<file path="src/rtl/scan_seq_pkg.sv">
package scan_seq_pkg;
  typedef enum logic [2:0] {
    ST_IDLE  = 3'd0,
    ST_FLUSH = 3'd1,
    ST_LOAD  = 3'd2,
    ST_CAPT  = 3'd3,
    ST_UNLD  = 3'd4,
    ST_DONE  = 3'd5
  } seq_state_t;
endpackage

</file>
<file path="src/rtl/scan_core.sv">
// Combinational next-state logic of the register bank under test.
module scan_core #(
  parameter int NFF = 32,
  parameter int PIW = 4
) (
  input  logic [NFF-1:0] q,
  input  logic [PIW-1:0] pi_in,
  output logic [NFF-1:0] nxt
);
  for (genvar i = 0; i < NFF; i++) begin : g_bit
    assign nxt[i] = (q[i] & q[(i+1) % NFF]) ^ q[(i+3) % NFF] ^ pi_in[i % PIW];
  end
endmodule

</file>
<file path="src/rtl/scan_bank.sv">
// Register bank with mux-D scan cells split into NCH chains of CLEN cells.
module scan_bank #(
  parameter int NCH  = 4,
  parameter int CLEN = 8,
  parameter int PIW  = 4,
  localparam int NFF = NCH * CLEN
) (
  input  logic           clk,
  input  logic           rst,
  input  logic           scan_en,
  input  logic [NCH-1:0] si,
  input  logic [PIW-1:0] pi_in,
  output logic [NCH-1:0] so
);
  logic [NFF-1:0] q;
  logic [NFF-1:0] nxt;
  logic [NFF-1:0] shin;

  scan_core #(.NFF(NFF), .PIW(PIW)) u_core (.q(q), .pi_in(pi_in), .nxt(nxt));

  for (genvar c = 0; c < NCH; c++) begin : g_chain
    for (genvar k = 0; k < CLEN; k++) begin : g_cell
      if (k == 0) begin : g_head
        assign shin[c*CLEN] = si[c];
      end else begin : g_body
        assign shin[c*CLEN+k] = q[c*CLEN+k-1];
      end
    end
    assign so[c] = q[c*CLEN+CLEN-1];
  end

  always_ff @(posedge clk) begin
    if (rst)          q <= '0;
    else if (scan_en) q <= shin;
    else              q <= nxt;
  end

  // primary inputs stable across the capture edge relative to the last shift
  p_pi_stable_r9: assert property (@(posedge clk) disable iff (rst)
    !scan_en |-> $stable(pi_in));
endmodule

</file>
<file path="src/rtl/scan_ctrl.sv">
// Phase sequencer: flush, overlapped load/unload, single-cycle capture, tail unload.
module scan_ctrl
  import scan_seq_pkg::*;
#(
  parameter int NCH  = 4,
  parameter int CLEN = 8,
  parameter int NPAT = 6,
  localparam int NFF  = NCH * CLEN,
  localparam int PW   = $clog2(NPAT),
  localparam int CNTW = $clog2(CLEN + 4),
  localparam int KW   = $clog2(CLEN)
) (
  input  logic           clk,
  input  logic           rst,
  input  logic           start,
  input  logic [NFF-1:0] stim_vec,
  input  logic [NFF-1:0] exp_vec,
  output logic [NCH-1:0] si,
  output logic [NCH-1:0] ref_bit,
  output logic           chk_en,
  output logic           clr,
  output logic           in_flush,
  output logic [PW-1:0]  pat,
  output logic [PW-1:0]  ul_pat,
  output logic           scan_en,
  output logic           busy,
  output logic           done
);
  localparam logic [CNTW-1:0] FL_LAST = CNTW'(CLEN + 3);
  localparam logic [CNTW-1:0] SH_LAST = CNTW'(CLEN - 1);
  localparam logic [CNTW-1:0] CL      = CNTW'(CLEN);
  localparam logic [PW-1:0]   P_LAST  = PW'(NPAT - 1);

  seq_state_t      st;
  logic [CNTW-1:0] cnt;
  logic [CNTW-1:0] lag;
  logic [KW-1:0]   rev;

  assign clr     = start && (st == ST_IDLE || st == ST_DONE);
  assign scan_en = (st != ST_CAPT);
  assign busy    = (st == ST_FLUSH) || (st == ST_LOAD) || (st == ST_CAPT) || (st == ST_UNLD);
  assign done    = (st == ST_DONE);
  assign in_flush = (st == ST_FLUSH);
  assign ul_pat  = (st == ST_LOAD && pat != '0) ? pat - PW'(1) : pat;
  assign lag     = cnt - CL;
  assign rev     = KW'(CLEN - 1) - cnt[KW-1:0];
  assign chk_en  = (st == ST_FLUSH && cnt >= CL) ||
                   (st == ST_LOAD && pat != '0) || (st == ST_UNLD);

  for (genvar c = 0; c < NCH; c++) begin : g_sel
    logic [CLEN-1:0] s_seg, e_seg;
    assign s_seg = stim_vec[c*CLEN +: CLEN];
    assign e_seg = exp_vec[c*CLEN +: CLEN];
    always_comb begin
      si[c]      = 1'b0;
      ref_bit[c] = 1'b0;
      if (st == ST_FLUSH) begin
        si[c]      = cnt[1];
        ref_bit[c] = lag[1];
      end else if (st == ST_LOAD) begin
        si[c]      = s_seg[rev];
        ref_bit[c] = e_seg[rev];
      end else if (st == ST_UNLD) begin
        ref_bit[c] = e_seg[rev];
      end
    end
  end

  always_ff @(posedge clk) begin
    if (rst) begin
      st  <= ST_IDLE;
      cnt <= '0;
      pat <= '0;
    end else begin
      unique case (st)
        ST_IDLE, ST_DONE: if (start) begin
          st  <= ST_FLUSH;
          cnt <= '0;
          pat <= '0;
        end
        ST_FLUSH: if (cnt == FL_LAST) begin
          st  <= ST_LOAD;
          cnt <= '0;
        end else cnt <= cnt + CNTW'(1);
        ST_LOAD: if (cnt == SH_LAST) st <= ST_CAPT;
                 else cnt <= cnt + CNTW'(1);
        ST_CAPT: begin
          cnt <= '0;
          if (pat == P_LAST) st <= ST_UNLD;
          else begin
            st  <= ST_LOAD;
            pat <= pat + PW'(1);
          end
        end
        ST_UNLD: if (cnt == SH_LAST) st <= ST_DONE;
                 else cnt <= cnt + CNTW'(1);
        default: st <= ST_IDLE;
      endcase
    end
  end

  // capture lasts one cycle and shifting resumes right after
  p_capt_single_r4: assert property (@(posedge clk) disable iff (rst)
    (st == ST_CAPT) |=> (st == ST_LOAD || st == ST_UNLD));
  // a full chain length of shifting precedes every capture
  p_load_len_r4: assert property (@(posedge clk) disable iff (rst)
    (st == ST_LOAD && cnt == SH_LAST) |=> (st == ST_CAPT));
  // an accepted start always begins with the flush
  p_flush_first_r2: assert property (@(posedge clk) disable iff (rst)
    ((st == ST_IDLE || st == ST_DONE) && start) |=> (st == ST_FLUSH && cnt == '0));
  // start during a load does not disturb the sequence
  p_busy_ignore_r8: assert property (@(posedge clk) disable iff (rst)
    (st == ST_LOAD && start) |=> (st == ST_LOAD || st == ST_CAPT));
  // the load index does not move into the capture cycle
  p_ld_hold_r9: assert property (@(posedge clk) disable iff (rst)
    (st == ST_CAPT) |-> $stable(pat));
endmodule

</file>
<file path="src/rtl/scan_cmp.sv">
// Response comparator with sticky first-failure record.
module scan_cmp #(
  parameter int NCH  = 4,
  parameter int NPAT = 6,
  localparam int PW  = $clog2(NPAT),
  localparam int CW  = $clog2(NCH)
) (
  input  logic           clk,
  input  logic           rst,
  input  logic           clr,
  input  logic           chk_en,
  input  logic           in_flush,
  input  logic [NCH-1:0] so,
  input  logic [NCH-1:0] ref_bit,
  input  logic [PW-1:0]  tag,
  output logic           fail,
  output logic           fail_flush,
  output logic [PW-1:0]  fail_pat,
  output logic [CW-1:0]  fail_chain
);
  logic [NCH-1:0] mm;
  logic [CW-1:0]  low;

  assign mm = chk_en ? (so ^ ref_bit) : '0;

  always_comb begin
    low = '0;
    for (int i = NCH - 1; i >= 0; i--) begin
      if (mm[i]) low = CW'(i);
    end
  end

  always_ff @(posedge clk) begin
    if (rst || clr) begin
      fail       <= 1'b0;
      fail_flush <= 1'b0;
      fail_pat   <= '0;
      fail_chain <= '0;
    end else if (!fail && mm != '0) begin
      fail       <= 1'b1;
      fail_flush <= in_flush;
      fail_pat   <= tag;
      fail_chain <= low;
    end
  end

  // the first failure record is frozen until a new run clears it
  p_first_hold_r7: assert property (@(posedge clk) disable iff (rst)
    (fail && !clr) |=> (fail && $stable(fail_pat) && $stable(fail_chain) && $stable(fail_flush)));
  // any enabled mismatch leaves the fail flag set
  p_mm_sets_r7: assert property (@(posedge clk) disable iff (rst)
    (mm != '0 && !clr) |=> fail);
endmodule

</file>
<file path="src/rtl/scan_test_seq.sv">
module scan_test_seq #(
  parameter int NCH  = 4,
  parameter int CLEN = 8,
  parameter int NPAT = 6,
  parameter int PIW  = 4,
  localparam int NFF = NCH * CLEN,
  localparam int PW  = $clog2(NPAT),
  localparam int CW  = $clog2(NCH)
) (
  input  logic           clk,
  input  logic           rst,
  input  logic           start,
  input  logic [PIW-1:0] pi_in,
  input  logic [NFF-1:0] stim_vec,
  input  logic [NFF-1:0] exp_vec,
  output logic [PW-1:0]  ld_pat,
  output logic [PW-1:0]  ul_pat,
  output logic           scan_en,
  output logic           busy,
  output logic           done,
  output logic           fail,
  output logic           fail_flush,
  output logic [PW-1:0]  fail_pat,
  output logic [CW-1:0]  fail_chain
);
  logic [NCH-1:0] si, so, ref_bit;
  logic           chk_en, clr, in_flush;

  scan_ctrl #(.NCH(NCH), .CLEN(CLEN), .NPAT(NPAT)) u_ctrl (
    .clk(clk), .rst(rst), .start(start), .stim_vec(stim_vec), .exp_vec(exp_vec),
    .si(si), .ref_bit(ref_bit), .chk_en(chk_en), .clr(clr), .in_flush(in_flush),
    .pat(ld_pat), .ul_pat(ul_pat), .scan_en(scan_en), .busy(busy), .done(done)
  );

  scan_bank #(.NCH(NCH), .CLEN(CLEN), .PIW(PIW)) u_bank (
    .clk(clk), .rst(rst), .scan_en(scan_en), .si(si), .pi_in(pi_in), .so(so)
  );

  scan_cmp #(.NCH(NCH), .NPAT(NPAT)) u_cmp (
    .clk(clk), .rst(rst), .clr(clr), .chk_en(chk_en), .in_flush(in_flush),
    .so(so), .ref_bit(ref_bit), .tag(ul_pat), .fail(fail), .fail_flush(fail_flush),
    .fail_pat(fail_pat), .fail_chain(fail_chain)
  );

  // completion is never reported while a run is still in progress
  p_done_quiet_r6: assert property (@(posedge clk) disable iff (rst)
    done |-> (!busy && scan_en));
endmodule

</file>
<file path="config.mk">
export PLATFORM = sky130hd
export DESIGN_NAME = scan_test_seq
export DESIGN_NICKNAME = d
export VERILOG_FILES = /design/src/rtl/scan_seq_pkg.sv /design/src/rtl/scan_core.sv /design/src/rtl/scan_bank.sv /design/src/rtl/scan_ctrl.sv /design/src/rtl/scan_cmp.sv /design/src/rtl/scan_test_seq.sv
export SDC_FILE = /design/constraint.sdc
export NUM_CORES = 1
export LEC_CHECK = 0
export BUFFER_PORTS_ARGS = -buffer_cell sky130_fd_sc_hd__clkbuf_2
export CAP_MARGIN = 20
export CORE_ASPECT_RATIO = 1.25
export CORE_MARGIN = 2
export CORE_UTILIZATION = 49
export DETAILED_ROUTE_END_ITERATION = 16
export PLACE_DENSITY = 0.77
export SLEW_MARGIN = 25
export SYNTH_ARGS = -nofsm -noshare
export SYNTH_HDL_FRONTEND = slang
export SYNTH_HIERARCHICAL = 1
export SYNTH_SLANG_ARGS = --single-unit
export TNS_END_PERCENT = 30
</file>
<file path="constraint.sdc">
create_clock -name clk -period 2.4 [get_ports clk]
set_clock_uncertainty 0.05 [all_clocks]
set_input_delay 0.12 -clock clk [delete_from_list [all_inputs] [get_ports clk]]
set_output_delay 0.12 -clock clk [all_outputs]
set_load 0.1 [all_outputs]
</file>
==> results.tsv <==
stage	metric	value	unit
power_and_ir_drop	p_per_area	513	mW/mm2
power_and_ir_drop	leakagePower	1.99	nW
global_routing	grt_pass1_vias	2941	
global_routing	overflow	0	
cts	htree_levels	2	
synth	avgSynthCellArea	9.25	um2
global_routing	grt_max_degree	33	
synth	synth-edff-count	0	
sta	final_period_minus_worst_setup_slack	2.30	ns
place	place_congestion	0.826	
cts	cts_root_buf	clkbuf_8	
synth	ys_ff_latch	49	
cts	cts.sinks	49	
floorplanning	start_util	49.8	%
min_path	min_path_type	in -> reg	
critical_path	cp.arrival	2.47	ns
synth	synth_nets	470	
synth	synth_top_area_share	26.9	%
cells_and_area	final_common_cell	clkbuf_2	
floorplanning	die_h	100	um
routing	num_vias	3124	
floorplanning	fp-row-count	35	
sta	final-hold-violation-count	0	
cells_and_area	layout_common_cells	83 x clkbuf_2, 46 x dfxtp_1, 46 x nand2_1	
synth	yosys.area.top_type	dfxtp_1	
routing	viasPerCell	5.45	
place	portBuffers	86	
routing	ant_nets	0	
critical_path	path_max_fanout	13	
cells_and_area	n_antenna_cell	0	
floorplanning	die_w	81.1	um
synth	ys_warn_count	6	
cells_and_area	fin_area	0.00431	mm2
sta	max_freq	435	MHz
sta	setup_viol	0	
sta	fin_crit_sh	95.7	%
cts	cts_buffers	5	
critical_path	critPathCaptureType	register	
cts	postCtsHoldBufs	0	
synth	synthArstFlopShare	0	%
synth	synthTopCellsByArea	dfxtp_1 27%, mux2i_1 12%, mux4_2 9.9%	
cts	cts.clk_slew.worst_paths	0.10	ns
global_routing	grt_pass1_wl	13200	um
floorplanning	coreArea	0.00731	mm2
global_routing	grt_usage	20.2	%
place	dp_hpwl	6340	um
run	drv_cap	0	
routing	routed_wl	8300	um
synth	yosysSeqAreaShare	26.9	%
sta	worstMarginPinSlew	0.548	ns
cts	clkLatencyLatePin	0.31	ns
floorplanning	ios	87	
synth	synth_ff_type	dfxtp_1	
critical_path	cp-start-kind	register	
global_routing	antenna_found_initial	0	
routing	dr.pass1.iters	5	
floorplanning	dieArea	0.00815	mm2
sta	slew_headroom	63.6	%
run_status	outcome	completed	
routing	wl_per_cell	14.5	um
routing	dr.first_iter.drc_count	142	
power_and_ir_drop	peakVddDrop	0.375	mV
cts	clockBufferDepth	2	
synth	syn_area	0.00364	mm2
cells_and_area	finalNetCount	556	
cells_and_area	area_growth	18.3	%
routing	drc_errors	0	
place	dpl-instance-area	0.00414	mm2
cts	cts_tree	yes	
sta	slew_violations	0	
sta	rsz0062_at_grt	no	
sta	holdWs	0.295	ns
critical_path	cp.required	2.57	ns
synth	synthCells	394	
critical_path	critPathKind	reg -> reg	
cells_and_area	layout-drive-gt1-share	30.6	%
synth	synth.distinct_cells	48	
-- worst max-delay path, stage by stage (launching register included) --
cell and delay (ns):
dfxtp_2 0.36, buf_12 0.16, mux4_2 0.50, mux2i_1 0.23, o21ai_2 0.10, xnor2_2 0.30
buf_4 0.18, nand2b_1 0.12, a21oi_1 0.07, a21o_1 0.14
-- per-layer routing --
layer	global-route usage, %	up-vias	share of wire, %
li1	-	1518	-
met5	0	-	0
met3	3.42	15	3.9
met4	5.87	0	1.5
met1	24.6	1505	41
met2	35.9	86	54
-- registers in the layout (all words and copies together) (netlist names) --
register and flops:
u_cmp/fail_flush 1, u_ctrl/pat 3, u_bank/q 32, u_ctrl/cnt 4
u_cmp/fail 1, u_cmp/fail_pat 3, u_ctrl/st 3, u_cmp/fail_chain 2
-- per-stage QoR --
stage / setup slack, ns / setup TNS (ns) / power [mW] / cells / util, %
6_report: 0.102 / 0 / 2.21 / 573 / 59.0
5_1_grt: 0.00994 / 0 / 2.33 / 573 / 59.0
4_1_cts: 0.00713 / 0 / 2.20 / 569 / 58.2
3_5_place_dp: 0.0270 / 0 / 1.60 / 561 / 56.6
3_3_place_gp: 0.123 / 0 / 1.58 / 561 / 56.6
2_1_floorplan: -0.0354 / -0.0354 / 1.45 / 394 / -
-- repair_timing --
| action | 4_1_cts | 5_1_grt |
|---|---|---|
| buffers inserted | 0 | 3 |
| resized for setup | 0 | 5 |
| endpoints found under the setup margin | 0 | 5 |
-- path summary, 6_finish.rpt --
check / startpoint / endpoint / slack [ns] / depth (start not counted)
max: u_ctrl/cnt[0]$_SDFFE_PP0P_ / u_cmp/fail_chain[0]$_SDFFE_PP0P_ / 0.10 / 9
min: start / u_ctrl/st[2]$_SDFFE_PP0P_ / 0.30 / 4
max reg2reg: u_ctrl/cnt[0]$_SDFFE_PP0P_ / u_cmp/fail_chain[0]$_SDFFE_PP0P_ / 0.10 / 9
min reg2reg: u_cmp/fail_pat[0]$_SDFFE_PP0P_ / u_cmp/fail_pat[0]$_SDFFE_PP0P_ / 0.41 / 2
-- final cells by class --
cell class / count / area (um2)
Multi-Input combinational cell: 315 / 2470
Timing Repair Buffer: 105 / 618
Sequential cell: 49 / 985
Clock buffer: 5 / 68.8
Tap cell: 92 / 115
Fill cell: 649 / 3000
Clock inverter: 3 / 43.8
Inverter: 4 / 15.0
-- where the power goes --
part | total, mW | internal [mW] | switching (mW)
combinational | 0.730 | 0.337 | 0.392
sequential | 0.876 | 0.843 | 0.0332
clock | 0.607 | 0.313 | 0.294
-- cell families (layout without fill, tap and decap cells) --
kind of cell	after synthesis	count (layout)	synth area share [%]
DFF	49	49	26.9
buffers and inverters	31	117	6.80
xor gates and xnor gates	73	73	18.2
and+or+nand+nor	137	137	17.9
adders and majority gates	5	5	1.72
AOI/OAI and AO/OA	41	42	7.07
muxes	58	58	21.4
-- Yosys cell counts, types with 6 or more instances --
library cell  number
dfxtp_1           49
xnor2_1           36
buf_4              7
nor2_1            44
o21ai_1           17
nand3_1            9
xor2_1            34
mux2i_1           42
nand2_1           46
buf_6              7
clkbuf_1           6
a21oi_1            9
mux4_2            16
(Power assumes the default switching activity.)
